<file path="src/rtl/ccd_pkg.sv">
package ccd_pkg;

    localparam int CODE_W     = 6;
    localparam int N_PINS     = 2;
    localparam int START_CODE = 7;
    localparam int PSAVE_CODE = 8;
    localparam int PIN_BASE   = 9;
    localparam int PIN_LAST   = PIN_BASE + 2 * N_PINS - 1;

    typedef enum logic [2:0] {
        ACT_NONE,
        ACT_START,
        ACT_PSAVE,
        ACT_PIN,
        ACT_BAD
    } act_kind_e;

    typedef struct packed {
        act_kind_e          kind;
        logic [N_PINS-1:0]  pin_sel;
        logic               pin_lvl;
    } cmd_act_t;

    // Pin i is cleared by PIN_BASE+2i and set by PIN_BASE+2i+1.
    function automatic cmd_act_t decode_code(input logic [CODE_W-1:0] code,
                                             input logic generic);
        cmd_act_t a;
        int       c;
        int       off;
        a.kind    = ACT_BAD;
        a.pin_sel = '0;
        a.pin_lvl = 1'b0;
        c = int'(code);
        if (c == START_CODE) begin
            a.kind = generic ? ACT_NONE : ACT_START;
        end else if (c == PSAVE_CODE) begin
            a.kind = generic ? ACT_NONE : ACT_PSAVE;
        end else if (c >= PIN_BASE && c <= PIN_LAST) begin
            off = c - PIN_BASE;
            a.kind = ACT_PIN;
            a.pin_sel[off / 2] = 1'b1;
            a.pin_lvl = (off % 2) == 1;
        end
        return a;
    endfunction

endpackage

</file>
<file path="src/rtl/ccd_classify.sv">
module ccd_classify
    import ccd_pkg::*;
(
    input  logic              cmd_valid,
    input  logic [CODE_W-1:0] cmd_code,
    input  logic              generic_mode,
    output logic              start_req,
    output logic              psave_req,
    output logic              bad_req,
    output logic [N_PINS-1:0] pin_we,
    output logic              pin_lvl
);
    cmd_act_t act;

    always_comb begin
        act = decode_code(cmd_code, generic_mode);
        if (!cmd_valid) begin
            act.kind    = ACT_NONE;
            act.pin_sel = '0;
        end
    end

    always_comb begin
        start_req = act.kind == ACT_START;
        psave_req = act.kind == ACT_PSAVE;
        bad_req   = act.kind == ACT_BAD;
        pin_we    = (act.kind == ACT_PIN) ? act.pin_sel : '0;
        pin_lvl   = act.pin_lvl;
    end
endmodule

</file>
<file path="src/rtl/ccd_pin_bank.sv">
module ccd_pin_bank
    import ccd_pkg::*;
(
    input  logic              clk,
    input  logic              rst,
    input  logic [N_PINS-1:0] pin_we,
    input  logic              pin_lvl,
    output logic [N_PINS-1:0] pins
);
    for (genvar i = 0; i < N_PINS; i++) begin : g_pin
        always_ff @(posedge clk) begin
            if (rst)
                pins[i] <= 1'b0;
            else if (pin_we[i])
                pins[i] <= pin_lvl;
        end
    end
endmodule

</file>
<file path="src/rtl/ccd_pulse_gen.sv">
module ccd_pulse_gen (
    input  logic clk,
    input  logic rst,
    input  logic start_req,
    input  logic psave_req,
    input  logic bad_req,
    output logic start_pulse,
    output logic psave_pulse,
    output logic bad_code
);
    always_ff @(posedge clk) begin
        if (rst) begin
            start_pulse <= 1'b0;
            psave_pulse <= 1'b0;
            bad_code    <= 1'b0;
        end else begin
            start_pulse <= start_req;
            psave_pulse <= psave_req;
            bad_code    <= bad_req;
        end
    end
endmodule

</file>
<file path="src/rtl/cmd_port_decoder.sv">
module cmd_port_decoder
    import ccd_pkg::*;
(
    input  logic              clk,
    input  logic              rst,
    input  logic              cmd_valid,
    input  logic [CODE_W-1:0] cmd_code,
    input  logic              generic_mode,
    output logic              pin_a,
    output logic              pin_b,
    output logic              start_pulse,
    output logic              psave_pulse,
    output logic              bad_code
);
    logic              start_req;
    logic              psave_req;
    logic              bad_req;
    logic [N_PINS-1:0] pin_we;
    logic              pin_lvl;
    logic [N_PINS-1:0] pins;

    ccd_classify u_classify (
        .cmd_valid    (cmd_valid),
        .cmd_code     (cmd_code),
        .generic_mode (generic_mode),
        .start_req    (start_req),
        .psave_req    (psave_req),
        .bad_req      (bad_req),
        .pin_we       (pin_we),
        .pin_lvl      (pin_lvl)
    );

    ccd_pin_bank u_pins (
        .clk     (clk),
        .rst     (rst),
        .pin_we  (pin_we),
        .pin_lvl (pin_lvl),
        .pins    (pins)
    );

    ccd_pulse_gen u_pulse (
        .clk         (clk),
        .rst         (rst),
        .start_req   (start_req),
        .psave_req   (psave_req),
        .bad_req     (bad_req),
        .start_pulse (start_pulse),
        .psave_pulse (psave_pulse),
        .bad_code    (bad_code)
    );

    assign pin_a = pins[0];
    assign pin_b = pins[1];
endmodule

</file>
<file path="config.mk">
export PLATFORM = sky130hd
export DESIGN_NAME = cmd_port_decoder
export DESIGN_NICKNAME = d
export VERILOG_FILES = /design/src/rtl/ccd_pkg.sv /design/src/rtl/ccd_classify.sv /design/src/rtl/ccd_pin_bank.sv /design/src/rtl/ccd_pulse_gen.sv /design/src/rtl/cmd_port_decoder.sv
export SDC_FILE = /design/constraint.sdc
export NUM_CORES = 1
export LEC_CHECK = 0
export CAP_MARGIN = 10
export CORE_AREA = 2 2 41 43
export DETAILED_ROUTE_END_ITERATION = 6
export DIE_AREA = 0 0 43 45
export DONT_BUFFER_PORTS = 1
export MAX_ROUTING_LAYER = met4
export PLACE_DENSITY = 0.7
export SLEW_MARGIN = 10
export SYNTH_ARGS = -nofsm -noshare
export SYNTH_HDL_FRONTEND = slang
export SYNTH_SLANG_ARGS = --single-unit
</file>
<file path="constraint.sdc">
create_clock -name clk -period 4.6 [get_ports clk]
set_input_delay 0.69 -clock clk [delete_from_list [all_inputs] [get_ports clk]]
set_output_delay 0.69 -clock clk [all_outputs]
set_load 0.01 [all_outputs]
</file>
==> results of run 1 <==
-- worst max-delay path, stage by stage --
cell	delay, ns
inv_1	0.07
ha_1	0.29
nand2b_1	0.14
a21boi_0	0.24
and2_1	0.16
ha_1	0.27
ha_1	0.34
nand3_1	0.16
ha_1	0.20
or4b_1	0.47
nor4_1	0.24
nand4_1	0.23
a2111oi_2	0.36
mux2i_1	0.22
-- layout by cell type, fill, tap and decap left out, types with 2 or more instances in the layout --
master,synthesis,final
ha_1,14,14
nand4_1,3,3
nand3_1,6,6
a21oi_1,2,2
clkbuf_4,0,3
nand2b_1,5,5
nor2_1,2,2
dfxtp_1,5,5
nand2_1,6,6
nor3_1,3,3
buf_4,0,2
nor3b_1,2,2
inv_1,6,6
mux2i_1,3,3
xor2_1,3,3
-- cell families (layout without fill, tap and decap cells) --
group	after synthesis	in the layout
and+or+nand+nor	37	37
AOI/OAI and AO/OA	16	16
adders and majority gates	14	14
buffers and inverters	11	12
DFF	5	5
xor gates and xnor gates	4	4
muxes	3	3
-- registers in the layout (all words and copies together) (netlist names) --
register / cells
u_pins.pins: 2
u_pulse.bad_code: 1
u_pulse.psave_pulse: 1
u_pulse.start_pulse: 1
-- per-stage QoR --
| stage | cells | cell area [um^2] | hold slack [ns] | total power [mW] |
|---|---|---|---|---|
| after floorplan | 90 | 773 | 0.492 | 0.0805 |
| after detailed placement | 103 | 773 | 0.511 | 0.0839 |
| after CTS | 107 | 800 | 0.534 | 0.135 |
| after global routing | 107 | 800 | 0.554 | 0.143 |
| final | 107 | 800 | 0.530 | 0.134 |
| after global placement | 103 | 773 | 0.514 | 0.0834 |
-- power by group through the flow --
stage / sequential (mW) / combinational (mW) / clock, mW
CTS: 0.0448 / 0.0386 / 0.0520
floorplan: 0.0455 / 0.0350 / 0
finish: 0.0448 / 0.0384 / 0.0504
global placement: 0.0456 / 0.0378 / 0
global route: 0.0448 / 0.0431 / 0.0554
detailed placement: 0.0456 / 0.0383 / 0
-- area by class of cell --
type	instances	area, um^2
Clock buffer	4	26.3
Fill cell	146	672
Inverter	6	22.5
Multi-Input combinational cell	74	616
Sequential cell	5	100
Tap cell	16	20.0
Timing Repair Buffer	2	15.0
-- per-layer routing --
layer	vias to the layer above	track usage, %
met5	-	-
met4	0	3.64
met3	0	6.80
met2	15	25.5
met1	286	20.9
li1	334	-
-- worst max path at each step --
stage,from,end,slack [ns],cells after the start
after global routing,cmd_code[1],u_pins.pins[1],0.25,14
after global placement,cmd_code[1],u_pins.pins[1],0.50,14
after floorplan,cmd_code[1],u_pins.pins[1],0.24,15
after detailed placement,cmd_code[1],u_pins.pins[1],0.42,14
after CTS,cmd_code[1],u_pins.pins[1],0.67,14
final,cmd_code[1],u_pins.pins[1],0.68,14
==> results.sh, run 1 <==
export IMPL_grt_max_degree=16
export IMPL_insertedDiodeCount=0
export IMPL_hp_class="reg2reg"
export IMPL_synth_distinct_cells=41
export IMPL_holdPathStages=2
export IMPL_post_synth_cell_area_avg_um2=8.59
export IMPL_critPathLaunchType="input pin"
export IMPL_ctsHoldBuffers=0
export IMPL_drc=0
export IMPL_finClkSkew_ns=0
export IMPL_root_buffer="clkbuf_4"
export IMPL_grt_pass1_vias=574
export IMPL_path_max_fanout=7
export IMPL_fin_setup_tns_ns=0
export IMPL_dp_hpwl_mm=1.13
export IMPL_antenna_found_initial=0
export IMPL_relSlewSlack_pct=65.2
export IMPL_synthTopCellsByArea="ha_1, dfxtp_1, nand2b_1"
export IMPL_routed_wl_mm=1.40
export IMPL_netlist_instances=90
export IMPL_wl_per_cell_um=13.1
export IMPL_cts_setup_buffers=0
export IMPL_power_share_sequential_pct=33.5
export IMPL_die_h_um=45
export IMPL_grt_overflow=0
export IMPL_synth_top_area_cell="ha_1"
export IMPL_cp_data_required_time_ns=4.77
export IMPL_ys_ff_latch=5
export IMPL_area_delta_synth_final_pct=3.40
export IMPL_rsz0062_at_grt="false"
export IMPL_leakagePower_nw=0.322
export IMPL_synth_most_common_cell="ha_1"
export IMPL_clk_latency_ns=0.24
export IMPL_synth_simple_gate_area_share_pct=29.1
export IMPL_synth_fp_nets=114
export IMPL_synth_top_area_share_pct=22.7
export IMPL_avgViaCountPerCell=5.93
export IMPL_maxClockFrequency_mhz=255
export IMPL_synth_xor_xnor_area_share_pct=4.53
export IMPL_max_cap_violations=0
export IMPL_vias=635
export IMPL_placementRows=14
export IMPL_power_internal_mw=0.0945
export IMPL_cts_inserted_buffers=3
export IMPL_post_cts_resized=0
export IMPL_hold_violations=0
export IMPL_reg2reg_depth=2
export IMPL_async_flop_share_pct=0
export IMPL_synth_ff_type="dfxtp_1"
export IMPL_fin_crit_ns=3.92
export IMPL_finalSetupViolCount=0
export IMPL_synth_edff_count=0
export IMPL_place_ws_ns=0.417
export IMPL_wl_met1_um=658
export IMPL_worst_slew_pin_slew_ns=0.518
export IMPL_portBuffers=0
export IMPL_clk_transition_reported_paths_ns=0.04
export IMPL_final_nets=116
export IMPL_dr_first_iter_drc_count=8
export IMPL_initial_core_util_pct=52.6
export IMPL_peakVddDrop_uv=132
export IMPL_drive_above_1_share_pct=13.2
export IMPL_cts_tree="built"
export IMPL_yosysWarningCount=0
export IMPL_hold_end="u_pins.pins[0]"
export IMPL_h_tree_depth=1
export IMPL_clock_sinks=5
export IMPL_min_delay_start="u_pins.pins[0]"
export IMPL_dieArea_mm2=0.00194
export IMPL_r2r_start="u_pins.pins[0]"
export IMPL_synth_area_mux_share_pct=3.88
export IMPL_fp_dieW_um=43
export IMPL_core_mm2=0.00147
export IMPL_io_pins=15
export IMPL_synth_compound_area_share_pct=19.4
export IMPL_fin_util_pct=54.3
export IMPL_r2r_setup_slack_ns=3.96
export IMPL_wl_met2_um=652
export IMPL_synth_common_cells="ha_1, inv_1, nand2_1, nand3_1"
export IMPL_max_clock_path_buffers=2
export IMPL_switching_share_pct=29.3
export IMPL_track_usage_pct=16.7
export IMPL_postRouteAntennaNets=0
export IMPL_synth_area_um2=773
export IMPL_dr_max_layer_used="met3"
export IMPL_r2r_end="u_pins.pins[0]"
export IMPL_grt_pass1_wl_mm=2.35
export IMPL_report_final_slew_viol_count=0
export IMPL_ys_seq_area_share_pct=12.9
export IMPL_powerDensity_mw_per_mm2=167
export IMPL_worst_slack_ns=0.679
export IMPL_p_sw_mw=0.0391
export IMPL_synth_top_family_by_area="simple AND/OR/NAND/NOR gates"
export IMPL_yosys_area_share_adder_pct=22.7
export IMPL_dr_pass1_iters=4
export IMPL_worstPathArrival_ns=4.09
export IMPL_final_period_utilization_pct=85.2
export IMPL_end_kind="register"
export IMPL_dr_wl_met3_um=86
export IMPL_status="finished clean"
export IMPL_p_clk_share_pct=37.7
export IMPL_gp_congestion=0.826
export IMPL_critPathKind="in2reg"
export IMPL_power_frac_comb_pct=28.7
Power figures use the tool's default switching activity.
==> run 2: changes to the inputs <==
--- a/config.mk
+++ b/config.mk
@@ -6,13 +6,15 @@
 export NUM_CORES = 1
 export LEC_CHECK = 0
 export CAP_MARGIN = 10
-export CORE_AREA = 2 2 41 43
+export CORE_AREA = 2 2 43 45
 export DETAILED_ROUTE_END_ITERATION = 6
-export DIE_AREA = 0 0 43 45
+export DIE_AREA = 0 0 45 47
 export DONT_BUFFER_PORTS = 1
+export GPL_TIMING_DRIVEN = 1
 export MAX_ROUTING_LAYER = met4
-export PLACE_DENSITY = 0.7
+export PLACE_DENSITY = 0.68
 export SLEW_MARGIN = 10
 export SYNTH_ARGS = -nofsm -noshare
 export SYNTH_HDL_FRONTEND = slang
+export SYNTH_HIERARCHICAL = 1
 export SYNTH_SLANG_ARGS = --single-unit
==> constraint.sdc (replaced) <==
create_clock -name clk -period 3.26 [get_ports clk]
set_input_delay 0.489 -clock clk [delete_from_list [all_inputs] [get_ports clk]]
set_output_delay 0.489 -clock clk [all_outputs]
set_load 0.01 [all_outputs]
==> run 2 against run 1 <==
Effect of this change: clock-buffer cell count is the same; sequential share of layout area shrank 2.5 points; final cell count grew 20%; global-route usage grew 2.1 points.
==> results.sh, run 2 <==
export IMPL_dr_max_layer_used="met4"
export IMPL_track_usage_pct=18.8
export IMPL_root_buffer="clkbuf_4"
export IMPL_wl_per_cell_um=14.8
export IMPL_dr_pass1_iters=4
export IMPL_ys_seq_area_share_pct=12.1
export IMPL_antenna_found_initial=0
export IMPL_critPathKind="in2reg"
export IMPL_synth_distinct_cells=40
export IMPL_h_tree_depth=1
export IMPL_hp_class="in2reg"
export IMPL_dr_wl_met3_um=76
export IMPL_synth_simple_gate_area_share_pct=36.7
export IMPL_worstPathArrival_ns=3.21
export IMPL_synthTopCellsByArea="ha_1, dfxtp_1, nor2b_1"
export IMPL_portBuffers=0
export IMPL_die_h_um=47
export IMPL_finClkSkew_ns=0
export IMPL_ys_ff_latch=5
export IMPL_yosysWarningCount=6
export IMPL_worst_slack_ns=0.178
export IMPL_clk_transition_reported_paths_ns=0.05
export IMPL_critical_path_top_delay_family="simple AND/OR/NAND/NOR gates"
export IMPL_wl_met2_um=975
export IMPL_cp_num_buf_inv=2
export IMPL_power_internal_mw=0.146
export IMPL_placementRows=15
export IMPL_io_pins=15
export IMPL_area_delta_synth_final_pct=20.5
export IMPL_leakagePower_nw=0.372
export IMPL_initial_core_util_pct=50.0
export IMPL_synth_compound_area_share_pct=17.9
export IMPL_clk_latency_ns=0.24
export IMPL_final_period_utilization_pct=94.5
export IMPL_end_kind="register"
export IMPL_crit_path_top_delay_cell="a311o_1"
export IMPL_netlist_instances=102
export IMPL_power_frac_comb_pct=34.7
export IMPL_rsz0062_at_grt="false"
export IMPL_path_max_fanout=7
export IMPL_fin_setup_tns_ns=0
export IMPL_vias=779
export IMPL_max_cap_violations=0
export IMPL_dr_first_iter_drc_count=23
export IMPL_switching_share_pct=29.4
export IMPL_top_register="u_pins/pins"
export IMPL_status="finished clean"
export IMPL_finalSetupViolCount=0
export IMPL_relSlewSlack_pct=76.6
export IMPL_worst_slew_pin_slew_ns=0.350
export IMPL_synth_top_area_cell="ha_1"
export IMPL_drive_above_1_share_pct=26.1
export IMPL_clock_sinks=5
export IMPL_largest_reg_flops=2
export IMPL_grt_overflow=0
export IMPL_synth_area_um2=826
export IMPL_p_sw_mw=0.0610
export IMPL_cts_tree="built"
export IMPL_synth_ff_type="dfxtp_1"
export IMPL_report_final_slew_viol_count=0
export IMPL_grt_pass1_wl_mm=2.90
export IMPL_cts_inserted_buffers=3
export IMPL_fin_area_um2=995
export IMPL_power_mw=0.207
export IMPL_peakVddDrop_uv=229
export IMPL_postRouteAntennaNets=0
export IMPL_synth_area_mux_share_pct=2.42
export IMPL_wl_met1_um=808
export IMPL_post_synth_cell_area_avg_um2=8.10
export IMPL_critPathLaunchType="input pin"
export IMPL_grt_max_degree=23
export IMPL_powerDensity_mw_per_mm2=208
export IMPL_avgViaCountPerCell=6.09
export IMPL_hold_slack_ns=0.314
export IMPL_routed_wl_mm=1.89
export IMPL_core_mm2=0.00165
export IMPL_place_ws_ns=-0.0990
export IMPL_dp_hpwl_mm=1.50
export IMPL_final_nets=136
export IMPL_max_clock_path_buffers=2
export IMPL_gp_congestion=0.771
export IMPL_yosys_area_share_adder_pct=21.2
export IMPL_power_share_sequential_pct=30.3
export IMPL_fin_crit_ns=3.08
export IMPL_drc=0
export IMPL_insertedDiodeCount=0
export IMPL_synth_top_area_share_pct=21.2
export IMPL_p_clk_share_pct=35.0
export IMPL_synth_most_common_cell="ha_1"
export IMPL_grt_pass1_vias=709
export IMPL_ctsHoldBuffers=0
export IMPL_hold_violations=0
export IMPL_placed_area_um2=950
export IMPL_mostFrequentLayoutCell="ha_1"
export IMPL_synth_top_family_by_area="simple AND/OR/NAND/NOR gates"
export IMPL_fp_dieW_um=45
export IMPL_maxClockFrequency_mhz=324
export IMPL_path_cells="inv_1 -> ha_2 -> nand2b_4 -> buf_4 -> a21oi_4 -> and2_4 -> ha_4 -> ha_4 -> nand3_1 -> ha_1 -> nor4bb_2 -> nand4_1 -> a311o_1 -> nor4b_2 -> mux2i_1 -> nor2_1"
export IMPL_dieArea_mm2=0.00212
export IMPL_synth_xor_xnor_area_share_pct=4.24
export IMPL_max_stage_delay_ns=0.32
export IMPL_synth_common_cells="ha_1, nor2_1, nor2b_1, nor3_1"
export IMPL_synth_fp_nets=126
export IMPL_synth_edff_count=0
export IMPL_cp_common_cell="ha_4"
export IMPL_layout_common_cells="ha_1, buf_4, nor2_1"
export IMPL_async_flop_share_pct=0
export IMPL_cp_data_required_time_ns=3.39
[run 2: layer usage]
| layer | vias up | GRT usage (%) |
|---|---|---|
| li1 | 394 | - |
| met1 | 359 | 22.2 |
| met2 | 22 | 32.6 |
| met3 | 4 | 1.92 |
| met4 | 0 | 7.06 |
| met5 | - | - |
[run 2: worst register-to-register path: cells and delay by family (launching register included)]
family	cells	cell delay, ns
AND/OR/NAND/NOR	1	0.11
flip-flops	1	0.39
multiplexers	1	0.10
[run 2: worst paths after layout]
check	from	end	slack (ns)	cells after the start
worst max-delay path	cmd_code[1]	u_pins/pins[1]	0.18	16
worst min-delay path	rst	u_pulse/start_pulse	0.31	1
worst max register to register	u_pins/pins[1]	u_pins/pins[1]	2.59	2
worst min register to register	u_pins/pins[0]	u_pins/pins[0]	0.57	2
[run 2: power groups by stage]
stage	clock network [mW]	logic, mW	registers (mW)
final	0.0726	0.0719	0.0628
after global routing	0.0768	0.0789	0.0628
after CTS	0.0734	0.0676	0.0629
after detailed placement	0	0.0671	0.0640
after global placement	0	0.0656	0.0639
after floorplan	0	0.0586	0.0638
[run 2: layout make-up]
class | instances | area (um^2)
clock buffer | 4 | 26.3
fill | 149 | 657
inverter | 4 | 15.0
multi-input combinational | 88 | 757
sequential | 5 | 100
tap | 17 | 21.3
timing repair buffer | 10 | 75.1
[run 2: cells by family after synthesis]
logic type,count (synthesis)
flip-flops,5
multiplexers,2
AO/OA/AOI/OAI,18
buffers and inverters,9
AND/OR/NAND/NOR,50
adder cells (fa/ha/maj),14
XOR/XNOR,4
[run 2: what timing repair did]
item | CTS | global route
endpoints found under the setup margin | 0 | 1
resized for setup | 0 | 3
setup buffers | 0 | 0
[run 2: through the flow]
stage / cells / utilization (%)
2_1_floorplan: 102 / -
3_3_place_gp: 124 / 57.5
3_5_place_dp: 124 / 57.5
4_1_cts: 128 / 59.1
5_1_grt: 128 / 60.2
6_report: 128 / 60.2
==> run 3: changes to the inputs <==
--- a/config.mk
+++ b/config.mk
@@ -5,10 +5,11 @@
 export SDC_FILE = /design/constraint.sdc
 export NUM_CORES = 1
 export LEC_CHECK = 0
+export ABC_AREA = 1
 export CAP_MARGIN = 10
-export CORE_AREA = 2 2 43 45
+export CORE_AREA = 2 2 44 46
 export DETAILED_ROUTE_END_ITERATION = 6
-export DIE_AREA = 0 0 45 47
+export DIE_AREA = 0 0 46 48
 export DONT_BUFFER_PORTS = 1
 export GPL_TIMING_DRIVEN = 1
 export MAX_ROUTING_LAYER = met4
==> constraint.sdc (replaced) <==
create_clock -name clk -period 3.26 [get_ports clk]
set_input_delay 0.163 -clock clk [delete_from_list [all_inputs] [get_ports clk]]
set_output_delay 0.163 -clock clk [all_outputs]
set_load 0.01 [all_outputs]
==> run 3 against run 2 <==
Effect of this change: first-iteration DRC count shrank 26%; maximum frequency grew 13%; area after synthesis grew 6.1%; sequential power grew 0.8%; via count grew 8.3%; flip-flop and latch count is the same; final cell count grew 30%; global-route usage grew 0.37 points; clock skew is the same; critical endpoint is now u_pins/pins[0]; largest power group unchanged.
==> results.sh, run 3 <==
export IMPL_status="finished clean"
export IMPL_cp_common_cell="nand2_1"
export IMPL_synth_edff_count=0
export IMPL_post_synth_cell_area_avg_um2=6.04
export IMPL_gp_congestion=0.821
export IMPL_cts_inserted_buffers=3
export IMPL_holdPathStages=3
export IMPL_core_mm2=0.00169
export IMPL_critPathLaunchType="input pin"
export IMPL_placementRows=15
export IMPL_dr_pass1_iters=4
export IMPL_hold_violations=0
export IMPL_leakagePower_nw=0.466
export IMPL_worst_slew_pin_slew_ns=0.642
export IMPL_antenna_found_initial=0
export IMPL_drc=0
export IMPL_synth_top_area_share_pct=20.0
export IMPL_hp_class="in2reg"
export IMPL_fin_setup_tns_ns=0
export IMPL_finClkSkew_ns=0
export IMPL_grt_overflow=0
export IMPL_clk_transition_reported_paths_ns=0.04
export IMPL_drive_above_1_share_pct=16.8
export IMPL_synth_most_common_cell="nand2_1"
export IMPL_grt_max_degree=11
export IMPL_critPathKind="in2reg"
export IMPL_relSlewSlack_pct=57.0
export IMPL_track_usage_pct=19.1
export IMPL_postRouteAntennaNets=0
export IMPL_fin_crit_ns=2.74
export IMPL_reg2reg_depth=2
export IMPL_maxClockFrequency_mhz=365
export IMPL_dieArea_mm2=0.00221
export IMPL_power_share_sequential_pct=32.2
export IMPL_post_place_cells=161
export IMPL_path_cells="inv_1 -> ha_1 -> nand2_4 -> nand2_1 -> nand2_1 -> nor3_1 -> ha_1 -> ha_1 -> nand3_2 -> nor2_4 -> nand2_1 -> ha_1 -> nand2_1 -> nor3_1 -> nand2_1 -> nor2_1 -> nand2_1 -> nor2_2 -> nand3_2 -> nor2_1 -> nand2_1 -> nand2_1 -> nor2_2"
export IMPL_synth_common_cells="nand2_1, inv_1, nor2_1"
export IMPL_insertedDiodeCount=0
export IMPL_p_clk_share_pct=35.5
export IMPL_final_nets=174
export IMPL_synth_area_mux_share_pct=0
export IMPL_io_pins=15
export IMPL_largest_reg_flops=2
export IMPL_power_frac_comb_pct=32.3
export IMPL_power_mw=0.196
export IMPL_synthTopCellsByArea="ha_1, nand2_1, dfxtp_1"
export IMPL_cp_data_required_time_ns=3.39
export IMPL_peakVddDrop_uv=94.5
export IMPL_synth_ff_type="dfxtp_1"
export IMPL_cts_tree="built"
export IMPL_initial_core_util_pct=51.9
export IMPL_synth_fp_nets=169
export IMPL_final_period_utilization_pct=84.0
export IMPL_synth_area_um2=876
export IMPL_finalSetupViolCount=0
export IMPL_vias=844
export IMPL_synth_top_family_by_area="simple AND/OR/NAND/NOR gates"
export IMPL_yosys_area_share_adder_pct=20.0
export IMPL_area_delta_synth_final_pct=5.29
export IMPL_clock_sinks=5
export IMPL_worstPathArrival_ns=2.87
export IMPL_switching_share_pct=32.9
export IMPL_dr_first_iter_drc_count=17
export IMPL_mostFrequentLayoutCell="nand2_1"
export IMPL_yosysWarningCount=6
export IMPL_power_internal_mw=0.132
export IMPL_max_cap_violations=0
export IMPL_stdcell_count=166
export IMPL_die_h_um=48
export IMPL_top_register="u_pins/pins"
export IMPL_layout_common_cells="nand2_1, inv_1, nor2_1"
export IMPL_wl_per_cell_um=9.99
export IMPL_h_tree_depth=1
export IMPL_clk_latency_ns=0.24
export IMPL_end_kind="register"
export IMPL_synth_compound_area_share_pct=1.86
export IMPL_path_max_fanout=6
export IMPL_max_stage_delay_ns=0.28
export IMPL_grt_pass1_wl_mm=3.04
export IMPL_synth_xor_xnor_area_share_pct=0
export IMPL_report_final_slew_viol_count=0
export IMPL_avgViaCountPerCell=5.08
export IMPL_synth_distinct_cells=18
export IMPL_critical_path_top_delay_family="simple AND/OR/NAND/NOR gates"
export IMPL_ys_ff_latch=5
export IMPL_grt_pass1_vias=828
export IMPL_ys_seq_area_share_pct=11.4
export IMPL_hold_slack_ns=0.0962
export IMPL_root_buffer="clkbuf_4"
export IMPL_netlist_instances=145
export IMPL_cp_depth=23
export IMPL_fp_dieW_um=46
export IMPL_cp_num_buf_inv=1
export IMPL_routed_wl_mm=1.66
export IMPL_post_cts_resized=0
export IMPL_synth_simple_gate_area_share_pct=56.1
export IMPL_fin_util_pct=54.6
export IMPL_dp_hpwl_mm=1.39
export IMPL_synth_top_area_cell="ha_1"
export IMPL_max_clock_path_buffers=2
export IMPL_crit_path_top_delay_cell="ha_1"
export IMPL_portBuffers=0
export IMPL_powerDensity_mw_per_mm2=213
export IMPL_rsz0062_at_grt="false"
export IMPL_p_sw_mw=0.0646
export IMPL_async_flop_share_pct=0
run 3: cell count changes in the layout (fill, tap and decap cells not counted), moves of 4 or more:
| cell | delta |
|---|---|
| nor2b_1 | -6 |
| buf_4 | -10 |
| nand2_1 | +38 |
| inv_1 | +16 |
| nor2_1 | +10 |
| nand3_1 | +10 |
| nor2_2 | +7 |
| nand3_2 | +4 |
| nand2_2 | +6 |
run 3: worst paths after layout:
check	from	end	slack, ns
worst max-delay path	cmd_code[0]	u_pins/pins[0]	0.52
worst min-delay path	rst	u_pins/pins[1]	0.1
worst max register to register	u_pins/pins[0]	u_pins/pins[0]	2.63
worst min register to register	u_pins/pins[1]	u_pins/pins[1]	0.56
run 3: through the flow:
stage / setup WS [ns] / area, um^2
after detailed placement: 0.290 / 886
final: 0.523 / 922
after floorplan: 0.595 / 876
after global routing: 0.123 / 922
after CTS: 0.529 / 922
after global placement: 0.409 / 886
run 3: cell families after synthesis:
| kind of cell | after synthesis |
|---|---|
| simple gates | 102 |
| buf+inv | 22 |
| fa+ha+maj | 14 |
| flops | 5 |
| compound gates | 2 |
run 3: power by group through the flow:
| stage | sequential [mW] | combinational [mW] | clock, mW |
|---|---|---|---|
| global route | 0.0634 | 0.0748 | 0.0740 |
| finish | 0.0633 | 0.0634 | 0.0698 |
| floorplan | 0.0643 | 0.0546 | 0 |
| global placement | 0.0643 | 0.0610 | 0 |
| detailed placement | 0.0643 | 0.0624 | 0 |
| CTS | 0.0633 | 0.0640 | 0.0724 |
run 3: worst register-to-register path, cell delays in order, from the launching register on:
cell,delay [ns]
dfxtp_1,0.34
nor2_1,0.14
nor2_2,0.05
run 3: timing repair:
action	in CTS	in global routing
buffers inserted	0	0
hold endpoints to repair	3	0
hold buffers	1	0
run 3: routing by layer:
| metal | GRT usage (%) | share of wire (%) |
|---|---|---|
| met4 | 8.57 | 0 |
| met3 | 0.377 | 2.8 |
| met5 | - | 0 |
| met1 | 23.3 | 48 |
| met2 | 32.8 | 49 |
run 3: layout make-up:
class,instances,area (um^2)
Tap cell,17,21.3
Clock buffer,4,26.3
Multi-Input combinational cell,118,683
Sequential cell,5,100
Timing Repair Buffer,1,10.0
Fill cell,182,767
Inverter,21,81.3
